File: config.mk
export PLATFORM = sky130hd
export DESIGN_NAME = oc_dual_timer
export DESIGN_NICKNAME = d
export VERILOG_FILES = /design/src/rtl/oc_pkg.sv /design/src/rtl/oc_prescaler.sv /design/src/rtl/oc_counter.sv /design/src/rtl/oc_channel.sv /design/src/rtl/oc_regfile.sv /design/src/rtl/oc_dual_timer.sv
export SDC_FILE = /design/constraint.sdc
export NUM_CORES = 1
export LEC_CHECK = 0
export ABC_AREA = 1
export ABC_CLOCK_PERIOD_IN_PS = 2600
export BUFFER_PORTS_ARGS = -buffer_cell sky130_fd_sc_hd__clkbuf_2
export CAP_MARGIN = 10
export CORE_MARGIN = 2
export CORE_UTILIZATION = 55
export DETAILED_ROUTE_END_ITERATION = 8
export GPL_TIMING_DRIVEN = 0
export PLACE_DENSITY = 0.87
export SYNTH_ARGS = -nofsm -noshare
export SYNTH_HDL_FRONTEND = slang
export SYNTH_SLANG_ARGS = --single-unit
export TNS_END_PERCENT = 50
File: constraint.sdc
create_clock -name clk -period 2.6 [get_ports clk]
set_clock_uncertainty 0.15 [all_clocks]
set_input_delay 0.26 -clock clk [delete_from_list [all_inputs] [get_ports clk]]
set_output_delay 0.26 -clock clk [all_outputs]
set_load 0.02 [all_outputs]
File: src/rtl/oc_pkg.sv
package oc_pkg;
  localparam int DW  = 8;
  localparam int AW  = 4;
  localparam int NCH = 2;
  localparam int CW  = 2 * DW;

  localparam logic [AW-1:0] A_CFG  = 4'd0;
  localparam logic [AW-1:0] A_LVL  = 4'd1;
  localparam logic [AW-1:0] A_STAT = 4'd2;
  localparam logic [AW-1:0] A_C1H  = 4'd3;
  localparam logic [AW-1:0] A_C1L  = 4'd4;
  localparam logic [AW-1:0] A_C2H  = 4'd5;
  localparam logic [AW-1:0] A_C2L  = 4'd6;
  localparam logic [AW-1:0] A_CNTH = 4'd7;
  localparam logic [AW-1:0] A_CNTL = 4'd8;

  typedef enum logic [1:0] {
    DIV4  = 2'b00,
    DIV2  = 2'b01,
    DIV8  = 2'b10,
    DIV8B = 2'b11
  } div_sel_e;
endpackage

File: src/rtl/oc_prescaler.sv
module oc_prescaler #(
  parameter int PW = 3
) (
  input  logic       clk,
  input  logic       rst_n,
  input  logic [1:0] sel,
  output logic       tick
);
  import oc_pkg::*;

  logic [PW-1:0] pre_q, pre_d, lim;

  always_comb begin
    case (div_sel_e'(sel))
      DIV4:    lim = PW'(3);
      DIV2:    lim = PW'(1);
      default: lim = PW'(7);
    endcase
  end

  assign tick = (pre_q >= lim);

  always_comb begin
    pre_d = tick ? '0 : pre_q + PW'(1);
  end

  always_ff @(posedge clk or negedge rst_n) begin
    if (!rst_n) pre_q <= '0;
    else        pre_q <= pre_d;
  end


  tick_gap_chk: assert property (@(posedge clk) disable iff (!rst_n)
    tick |=> !tick);
endmodule

File: src/rtl/oc_counter.sv
module oc_counter #(
  parameter int          CW      = 16,
  parameter logic [15:0] RST_VAL = 16'hFFFC
) (
  input  logic          clk,
  input  logic          rst_n,
  input  logic          tick,
  output logic [CW-1:0] cnt,
  output logic [CW-1:0] cnt_nxt
);
  logic [CW-1:0] cnt_q, cnt_d;

  assign cnt_nxt = cnt_q + CW'(1);

  always_comb begin
    cnt_d = cnt_q;
    if (tick) cnt_d = cnt_nxt;
  end

  always_ff @(posedge clk or negedge rst_n) begin
    if (!rst_n) cnt_q <= CW'(RST_VAL);
    else        cnt_q <= cnt_d;
  end

  assign cnt = cnt_q;


  cnt_hold_chk: assert property (@(posedge clk) disable iff (!rst_n)
    !tick |=> $stable(cnt_q));
endmodule

File: src/rtl/oc_channel.sv
module oc_channel #(
  parameter int DW = 8,
  localparam int CW = 2 * DW
) (
  input  logic          clk,
  input  logic          rst_n,
  input  logic          tick,
  input  logic [CW-1:0] cnt_nxt,
  input  logic          hi_we,
  input  logic          lo_we,
  input  logic [DW-1:0] wdata,
  input  logic          lvl,
  input  logic          frc,
  input  logic          frc_lvl,
  input  logic          stat_rd,
  output logic [CW-1:0] cmp,
  output logic          flag,
  output logic          pin_lat
);
  logic [CW-1:0] cmp_q, cmp_d;
  logic armed_q, armed_d, flag_q, flag_d, seen_q, seen_d, lat_q, lat_d;
  logic hit;

  assign hit = tick && armed_q && (cnt_nxt == cmp_q);

  always_comb begin
    cmp_d   = cmp_q;
    armed_d = armed_q;
    flag_d  = flag_q;
    seen_d  = seen_q;
    lat_d   = lat_q;
    if (hi_we) begin
      cmp_d[CW-1:DW] = wdata;
      armed_d        = 1'b0;
    end
    if (lo_we) begin
      cmp_d[DW-1:0] = wdata;
      armed_d       = 1'b1;
      if (seen_q) begin
        flag_d = 1'b0;
        seen_d = 1'b0;
      end
    end
    if (stat_rd && flag_q) seen_d = 1'b1;
    if (hit) begin
      flag_d = 1'b1;
      lat_d  = lvl;
    end
    if (frc) lat_d = frc_lvl;
  end

  always_ff @(posedge clk or negedge rst_n) begin
    if (!rst_n) begin
      cmp_q   <= '0;
      armed_q <= 1'b0;
      flag_q  <= 1'b0;
      seen_q  <= 1'b0;
      lat_q   <= 1'b0;
    end else begin
      cmp_q   <= cmp_d;
      armed_q <= armed_d;
      flag_q  <= flag_d;
      seen_q  <= seen_d;
      lat_q   <= lat_d;
    end
  end

  assign cmp     = cmp_q;
  assign flag    = flag_q;
  assign pin_lat = lat_q;


  no_disarm_hit_chk: assert property (@(posedge clk) disable iff (!rst_n)
    !armed_q |=> !$rose(flag_q));


  force_noflag_chk: assert property (@(posedge clk) disable iff (!rst_n)
    (frc && !hit) |=> !$rose(flag_q));


  match_lat_chk: assert property (@(posedge clk) disable iff (!rst_n)
    (hit && !frc) |=> (lat_q == $past(lvl)) && flag_q);


  clear_needs_read_chk: assert property (@(posedge clk) disable iff (!rst_n)
    (flag_q && !seen_q) |=> flag_q);
endmodule

File: src/rtl/oc_regfile.sv
module oc_regfile (
  input  logic                               clk,
  input  logic                               rst_n,
  input  logic [oc_pkg::AW-1:0]              addr,
  input  logic                               wr_en,
  input  logic                               rd_en,
  input  logic [oc_pkg::DW-1:0]              wdata,
  input  logic                               mode_alt,
  input  logic [oc_pkg::CW-1:0]              cnt,
  input  logic [oc_pkg::NCH-1:0][oc_pkg::CW-1:0] cmp,
  input  logic [oc_pkg::NCH-1:0]             flags,
  output logic                               ie,
  output logic [1:0]                         sel,
  output logic [oc_pkg::NCH-1:0]             oen,
  output logic [oc_pkg::NCH-1:0]             lvl,
  output logic [oc_pkg::NCH-1:0]             hi_we,
  output logic [oc_pkg::NCH-1:0]             lo_we,
  output logic [oc_pkg::NCH-1:0]             frc,
  output logic [oc_pkg::NCH-1:0]             frc_lvl,
  output logic                               stat_rd,
  output logic [oc_pkg::DW-1:0]              rdata
);
  import oc_pkg::*;

  logic [DW-1:0]  cfg_q, cfg_d;
  logic [NCH-1:0] lvl_q, lvl_d;
  logic [DW-1:0]  rd_q, rd_d, rd_mux;

  always_comb begin
    cfg_d   = cfg_q;
    lvl_d   = lvl_q;
    hi_we   = '0;
    lo_we   = '0;
    frc     = '0;
    frc_lvl = wdata[NCH-1:0];
    if (wr_en) begin
      case (addr)
        A_CFG: cfg_d = wdata;
        A_LVL: begin
          lvl_d = wdata[NCH-1:0];
          if (!mode_alt) frc = wdata[2*NCH-1:NCH];
        end
        A_C1H: hi_we[0] = 1'b1;
        A_C1L: lo_we[0] = 1'b1;
        A_C2H: hi_we[1] = 1'b1;
        A_C2L: lo_we[1] = 1'b1;
        default: ;
      endcase
    end
  end

  assign stat_rd = rd_en && (addr == A_STAT);

  always_comb begin
    case (addr)
      A_CFG:   rd_mux = cfg_q;
      A_LVL:   rd_mux = DW'(lvl_q);
      A_STAT:  rd_mux = DW'(flags);
      A_C1H:   rd_mux = cmp[0][CW-1:DW];
      A_C1L:   rd_mux = cmp[0][DW-1:0];
      A_C2H:   rd_mux = cmp[1][CW-1:DW];
      A_C2L:   rd_mux = cmp[1][DW-1:0];
      A_CNTH:  rd_mux = cnt[CW-1:DW];
      A_CNTL:  rd_mux = cnt[DW-1:0];
      default: rd_mux = '0;
    endcase
    rd_d = rd_en ? rd_mux : rd_q;
  end

  always_ff @(posedge clk or negedge rst_n) begin
    if (!rst_n) begin
      cfg_q <= '0;
      lvl_q <= '0;
      rd_q  <= '0;
    end else begin
      cfg_q <= cfg_d;
      lvl_q <= lvl_d;
      rd_q  <= rd_d;
    end
  end

  assign ie    = cfg_q[0];
  assign sel   = cfg_q[2:1];
  assign oen   = cfg_q[4:3];
  assign lvl   = lvl_q;
  assign rdata = rd_q;


  rd_hold_chk: assert property (@(posedge clk) disable iff (!rst_n)
    !rd_en |=> $stable(rd_q));
endmodule

File: src/rtl/oc_dual_timer.sv
module oc_dual_timer #(
  parameter logic [15:0] CNT_RST = 16'hFFFC,
  parameter int          PRE_W   = 3
) (
  input  logic       clk,
  input  logic       rst_n,
  input  logic [3:0] addr,
  input  logic       wr_en,
  input  logic       rd_en,
  input  logic [7:0] wdata,
  output logic [7:0] rdata,
  input  logic       mode_alt,
  input  logic [1:0] gpio_in,
  output logic [1:0] cmp_pin,
  output logic       irq
);
  import oc_pkg::*;

  logic [1:0] rs_q;
  logic       rst_i_n;

  always_ff @(posedge clk or negedge rst_n) begin
    if (!rst_n) rs_q <= '0;
    else        rs_q <= {rs_q[0], 1'b1};
  end
  assign rst_i_n = rs_q[1];

  logic                    tick, ie;
  logic [1:0]              sel;
  logic [CW-1:0]           cnt, cnt_nxt;
  logic [NCH-1:0][CW-1:0]  cmp;
  logic [NCH-1:0]          flags, oen, lvl, hi_we, lo_we, frc, frc_lvl, lat;
  logic                    stat_rd;

  oc_prescaler #(.PW(PRE_W)) u_pre (
    .clk(clk), .rst_n(rst_i_n), .sel(sel), .tick(tick)
  );

  oc_counter #(.CW(CW), .RST_VAL(CNT_RST)) u_cnt (
    .clk(clk), .rst_n(rst_i_n), .tick(tick), .cnt(cnt), .cnt_nxt(cnt_nxt)
  );

  oc_regfile u_regs (
    .clk(clk), .rst_n(rst_i_n), .addr(addr), .wr_en(wr_en), .rd_en(rd_en),
    .wdata(wdata), .mode_alt(mode_alt), .cnt(cnt), .cmp(cmp), .flags(flags),
    .ie(ie), .sel(sel), .oen(oen), .lvl(lvl), .hi_we(hi_we), .lo_we(lo_we),
    .frc(frc), .frc_lvl(frc_lvl), .stat_rd(stat_rd), .rdata(rdata)
  );

  for (genvar i = 0; i < NCH; i++) begin : g_ch
    oc_channel #(.DW(DW)) u_ch (
      .clk(clk), .rst_n(rst_i_n), .tick(tick), .cnt_nxt(cnt_nxt),
      .hi_we(hi_we[i]), .lo_we(lo_we[i]), .wdata(wdata), .lvl(lvl[i]),
      .frc(frc[i]), .frc_lvl(frc_lvl[i]), .stat_rd(stat_rd),
      .cmp(cmp[i]), .flag(flags[i]), .pin_lat(lat[i])
    );
    assign cmp_pin[i] = oen[i] ? lat[i] : gpio_in[i];
  end

  assign irq = ie && (|flags);


  irq_src_chk: assert property (@(posedge clk) disable iff (!rst_i_n)
    irq |-> (|flags));


  mode_force_chk: assert property (@(posedge clk) disable iff (!rst_i_n)
    (mode_alt && wr_en && addr == A_LVL && !tick) |=> $stable(lat));
endmodule

After elaboration in Yosys (flattened, before gate mapping)
Cells that the tools add are included.

storage, ports and cells
  register bits = 79
  memories = 0
  bits in latches = 0
  output and inout bits = 11
  ROM bits = 0
  memory bits (writable) = 0

operators by class
  reductions and logical operators = 25
  multiplexer cells = 32
  eq/ne operators = 11
  shift-type cells = 0
  $lt $le $gt $ge = 1
  div/mod/pow operators = 0
  multiply operators = 0
  bitwise logic cells = 0
  $add $sub $neg = 2

operators with widths
  kind                                                              number
  8-bit case mux with 9 select lines                                1
  16-bit == test                                                    2
  1-bit 2-to-1 mux                                                  24
  2-bit nonzero test                                                10
  16-bit by 1-bit adder with 16-bit output (second input constant)  1
  4-bit by 3-bit == test with 1-bit output (second input constant)  4
  2-bit 2-to-1 mux                                                  5
  4-bit by 2-bit == test with 1-bit output (second input constant)  2
  1-bit logical AND                                                 8
  2-bit AND reduction                                               4
  3-bit case mux with 2 select lines                                1
  4-bit by 1-bit == test with 1-bit output (second input constant)  1
  4-bit == test (second input constant)                             1
  4-bit zero test                                                   1
  3-bit by 1-bit adder with 3-bit output (second input constant)    1
  3-bit >= comparator                                               1
  3-bit 2-to-1 mux                                                  1
  2-bit by 1-bit == test with 1-bit output (second input constant)  1
  2-bit zero test                                                   1
  2-bit OR reduction                                                1

Logic depth before layout (Yosys ltp)
  depth in word-level cells = 7
  gate-level depth with buffers = 15
  depth with buffers taken out = 15

Cells and area by module
A second synthesis with hierarchy kept.

second synthesis, totals
  cell total of the unflattened synthesis = 694
  area, all modules = 4,784.6 µm²

modules (own cells, without submodules)
  module         instances  area each (µm²)  cells each
  oc_channel     2          1,063.5          147
  oc_regfile     1          1,401.3          232
  oc_counter     1          991.0            136
  oc_prescaler   1          170.2            18
  oc_dual_timer  1          95.1             14

Worst setup path after synthesis
OpenSTA, ideal clock, no wires.

  path type = flip-flop to flip-flop
  from = register u_cnt.cnt_q[2] (netlist: u_cnt.cnt[2])
  to = register g_ch[0].u_ch.lat_q
  stages on the path, launching flop included = 13
  setup slack = 0.704 ns
  arrival time = 1.629 ns
  path buffers = 1
  clock period less this slack = 1.896 ns
  cells stage by stage = dfstp_2 -> buf_2 -> nand2_1 -> nor2_4 -> nand2_2 -> nor2_4 -> xnor3_1 -> nand2_1 -> nor2_1 -> nand2_1 -> nand2_1 -> nand2_1 -> nand2_1

between the ends
  word-level cells in the longest chain between the ends = 4

ends and longest elaborated chain
  element                                   line              text
  from (decl)                               oc_counter.sv:11  logic [CW-1:0] cnt_q, cnt_d;
  from (signal assigned)                    oc_counter.sv:21  if (!rst_n) cnt_q <= CW'(RST_VAL);
  from (signal assigned)                    oc_counter.sv:22  else cnt_q <= cnt_d;
  16-bit by 1-bit adder with 16-bit output  oc_counter.sv:13  assign cnt_nxt = cnt_q + CW'(1);
  16-bit == test                            oc_channel.sv:24  assign hit = tick && armed_q && (cnt_nxt == cmp_q);
  1-bit logical AND                         oc_channel.sv:24
  2-bit nonzero test (no line)              --
  to (signal assigned)                      oc_channel.sv:64  lat_q <= lat_d;
  to (decl)                                 oc_channel.sv:21  logic armed_q, armed_d, flag_q, flag_d, seen_q, seen_d, lat_q, lat_d;

No other way between the ends.
A chain may end at the register's enable or synchronous reset.

Worst setup path after layout
Same ends and word-level chain as after synthesis.

==> impl_metrics.json <==
{
  "netlist_top_cells_count": "171 x nand2_1, 84 x inv_1, 81 x o21ai_0",
  "synth-main-ff-cell": "dfrtp_1",
  "gp_congestion": 1.01,
  "post-route-period-util_pct": 91.6,
  "hold_viol": 0,
  "synth-seq-cells": 79,
  "min_period_ns": 2.38,
  "wl_per_cell_um": 17.5,
  "yosysTopAreaCell": "dfrtp_1",
  "finalWorstSetupSlack_ns": 0.218,
  "crit_arrival_ns": 2.49,
  "cts_tree": "built",
  "grtUsageTotal_pct": 31.7,
  "synth_edf_count": 0,
  "ys.warnings.count": 0,
  "io_pins": 30,
  "area_delta_synth_final_pct": 11.1,
  "cts_buffers": 9,
  "clock_path_buffers": 2,
  "max_cap_viol_count": 0,
  "start_kind": "flip-flop",
  "cp_slowest_cell": "dfstp_2",
  "postRouteWirelength_mm": 13.3,
  "hpwl_mm": 10.1,
  "clock_latency_ns": 0.36,
  "max_freq_mhz": 420,
  "synth_top_area_share_pct": 36.1,
  "status": "completed",
  "n_fill_cell": 731,
  "crit_required_ns": 2.71,
  "cts.htree.levels": 3,
  "setup_viol": 0,
  "first_pass_iters": 6,
  "yosysSeqAreaShare_pct": 44.3,
  "synth-async-reset-ratio_pct": 100,
  "grt_pass1_wl_mm": 21.0,
  "syn-num-nets": 631,
  "dp.cells": 742,
  "port_buffers": 28,
  "grt_pass1_vias": 4141,
  "start_util_pct": 55.7,
  "antenna_found_initial": 0,
  "initialDrtViolationCount": 473,
  "crit_fanout": 8,
  "row_count": 33,
  "crit_chain": "buf_2 > nand2_1 > nor2_4 > nand2_2 > nor2_4 > xnor3_1 > nand2_1 > nor2_1 > nand2_1 > nand2_1 > nand2_1 > nand2_1",
  "path_clk_slew_ns": 0.09,
  "drv_slew": 0,
  "power.total_mw": 3.98,
  "dieArea_um2": 8930,
  "vias": 4471,
  "rsz0062_at_grt": "false",
  "die_y_um": 94.5,
  "ir_drop_uv": 562,
  "cellLeakagePower_nw": 2.33,
  "netlist_area_um2": 4500,
  "netlist_instances": 608,
  "fin_nets": 672,
  "power_density_nw_per_um2": 796,
  "grt_max_degree": 41,
  "pre_cts_ws_ns": 0.281,
  "clockRootBuffer": "clkbuf_8",
  "synth_cell_types": 36,
  "slowest_delay_ns": 0.52,
  "yosys-top-cells-area": "dfrtp_1 36%, nand2_1 14%, o21ai_0 9.0%",
  "layoutNonFillerInstCount": 759,
  "hold_path_class": "input pin to flip-flop",
  "diodes": 0,
  "dieWidth_um": 94.5,
  "synth_area_per_cell_um2": 7.41,
  "core_region_area_um2": 8090,
  "grt_overflow": 0,
  "synth_most_common_cell": "nand2_1",
  "critPathKind": "flip-flop to flip-flop",
  "drive_gt1_share_pct": 12.5,
  "ant_nets": 0,
  "via_per_inst": 5.89,
  "critPathCaptureType": "flip-flop",
  "clock-sinks": 79,
  "maxSlewHeadroom_pct": 60.2,
  "max_slew.worst_pin.slew_ns": 0.597,
  "path_common_cell": "nand2_1",
  "drc": 0
}
## critical path: cells and delay by family (launching register included)
family                 cells  cell delay, ns
XOR/XNOR                   1            0.29
buffers and inverters      1            0.16
flip-flops                 1            0.52
AND/OR/NAND/NOR           10            1.14
## repair_timing
item | 4_1_cts | 5_1_grt
hold endpoints to repair | 2 | 0
setup endpoints to repair | 0 | 1
resized for setup | 0 | 1
setup buffers | 0 | 0
hold buffers | 1 | 0
## layout by cell type (no fill, tap or decap), types with 3 or more instances in the layout
cell	netlist	final
ha_1	4	4
nor2_4	6	7
nand2_1	171	171
a21oi_1	6	6
nand2_2	5	5
clkinv_4	0	3
nor3_1	3	3
o22ai_1	12	12
xor2_1	4	4
clkbuf_2	0	28
clkbuf_8	0	10
o21ai_0	81	81
nand4_1	9	9
clkbuf_1	9	9
inv_1	84	84
xnor2_1	4	4
o211ai_1	4	4
nand3_1	68	68
dfrtp_1	65	64
nor2_1	31	31
a221oi_1	3	3
mux2_2	3	3
dfstp_2	14	14
## logic make-up (layout without fill, tap and decap cells)
group | Yosys count | after routing | synth area share, %
other | 1 | 1 | 0.0833
flip-flops | 79 | 79 | 44.3
AND/OR/NAND/NOR | 301 | 301 | 29.6
adder cells (fa/ha/maj) | 4 | 4 | 1.11
AO/OA/AOI/OAI | 110 | 110 | 13.2
multiplexers | 3 | 3 | 0.750
XOR/XNOR | 10 | 10 | 2.56
buffers and inverters | 100 | 146 | 8.44
## registers in the layout, indices dropped and copies added (netlist names)
register and count:
g_ch.u_ch.flag 2, g_ch.u_ch.pin_lat 2, u_pre.pre_q 3, g_ch.u_ch.cmp 32
g_ch.u_ch.armed_q 2, u_cnt.cnt 16, u_regs.lvl 2, rs_q 2
g_ch.u_ch.seen_q 2, u_regs.cfg_q 8, u_regs.rdata 8
## per-stage QoR
step                area (um2)  hold slack, ns  TNS, ns  utilization, %
finish                    5000          0.0263        0            61.8
global route              5000          0.0237        0            61.8
CTS                       5000          0.0164        0            61.8
detailed placement        4800          -0.101        0            59.3
global placement          4780          -0.105   -44.41            59.0
floorplan                 4500          -0.186        0               -
## layer usage
| metal | up-vias | wire [um] | GRT usage (%) |
|---|---|---|---|
| met5 | - | 0 | 0 |
| met4 | 0 | 439 | 14.4 |
| met3 | 41 | 1190 | 6.15 |
| met2 | 242 | 6260 | 50.7 |
| met1 | 2112 | 5410 | 42.0 |
| li1 | 2076 | - | - |
## path summary, 6_finish.rpt
check	end	from	slack [ns]	depth (start not counted)
worst max-delay path	g_ch[0].u_ch.pin_lat	u_cnt.cnt[2]	0.22	12
worst min-delay path	g_ch[0].u_ch.cmp[4]	wdata[4]	0.03	3
worst max register to register	g_ch[0].u_ch.pin_lat	u_cnt.cnt[2]	0.22	12
worst min register to register	g_ch[0].u_ch.cmp[2]	rs_q[1]	0.15	0
max in group asynchronous	u_cnt.cnt[15]	rs_q[1]	1.49	1
min in group asynchronous	rs_q[0]	rst_n	0.04	2
## power by group
| group | switching, mW | leakage, nW | internal [mW] | total, mW |
|---|---|---|---|---|
| clock network | 0.506 | 0.0935 | 0.385 | 0.891 |
| logic | 0.883 | 1.30 | 0.439 | 1.32 |
| registers | 0.238 | 0.943 | 1.53 | 1.77 |
## layout make-up
type                            instances  area (um2)  share of cell area, %
Buffer                                 12        50.0                   1.00
Clock buffer                           10         138                   2.75
Clock inverter                          6        51.3                   1.03
Inverter                               88         330                   6.60
Multi-Input combinational cell        429        2130                   42.7
Sequential cell                        79        2000                   39.9
Tap cell                              105         131                   2.63
Timing Repair Buffer                   30         170                   3.40
Power figures use the tool's default switching activity.
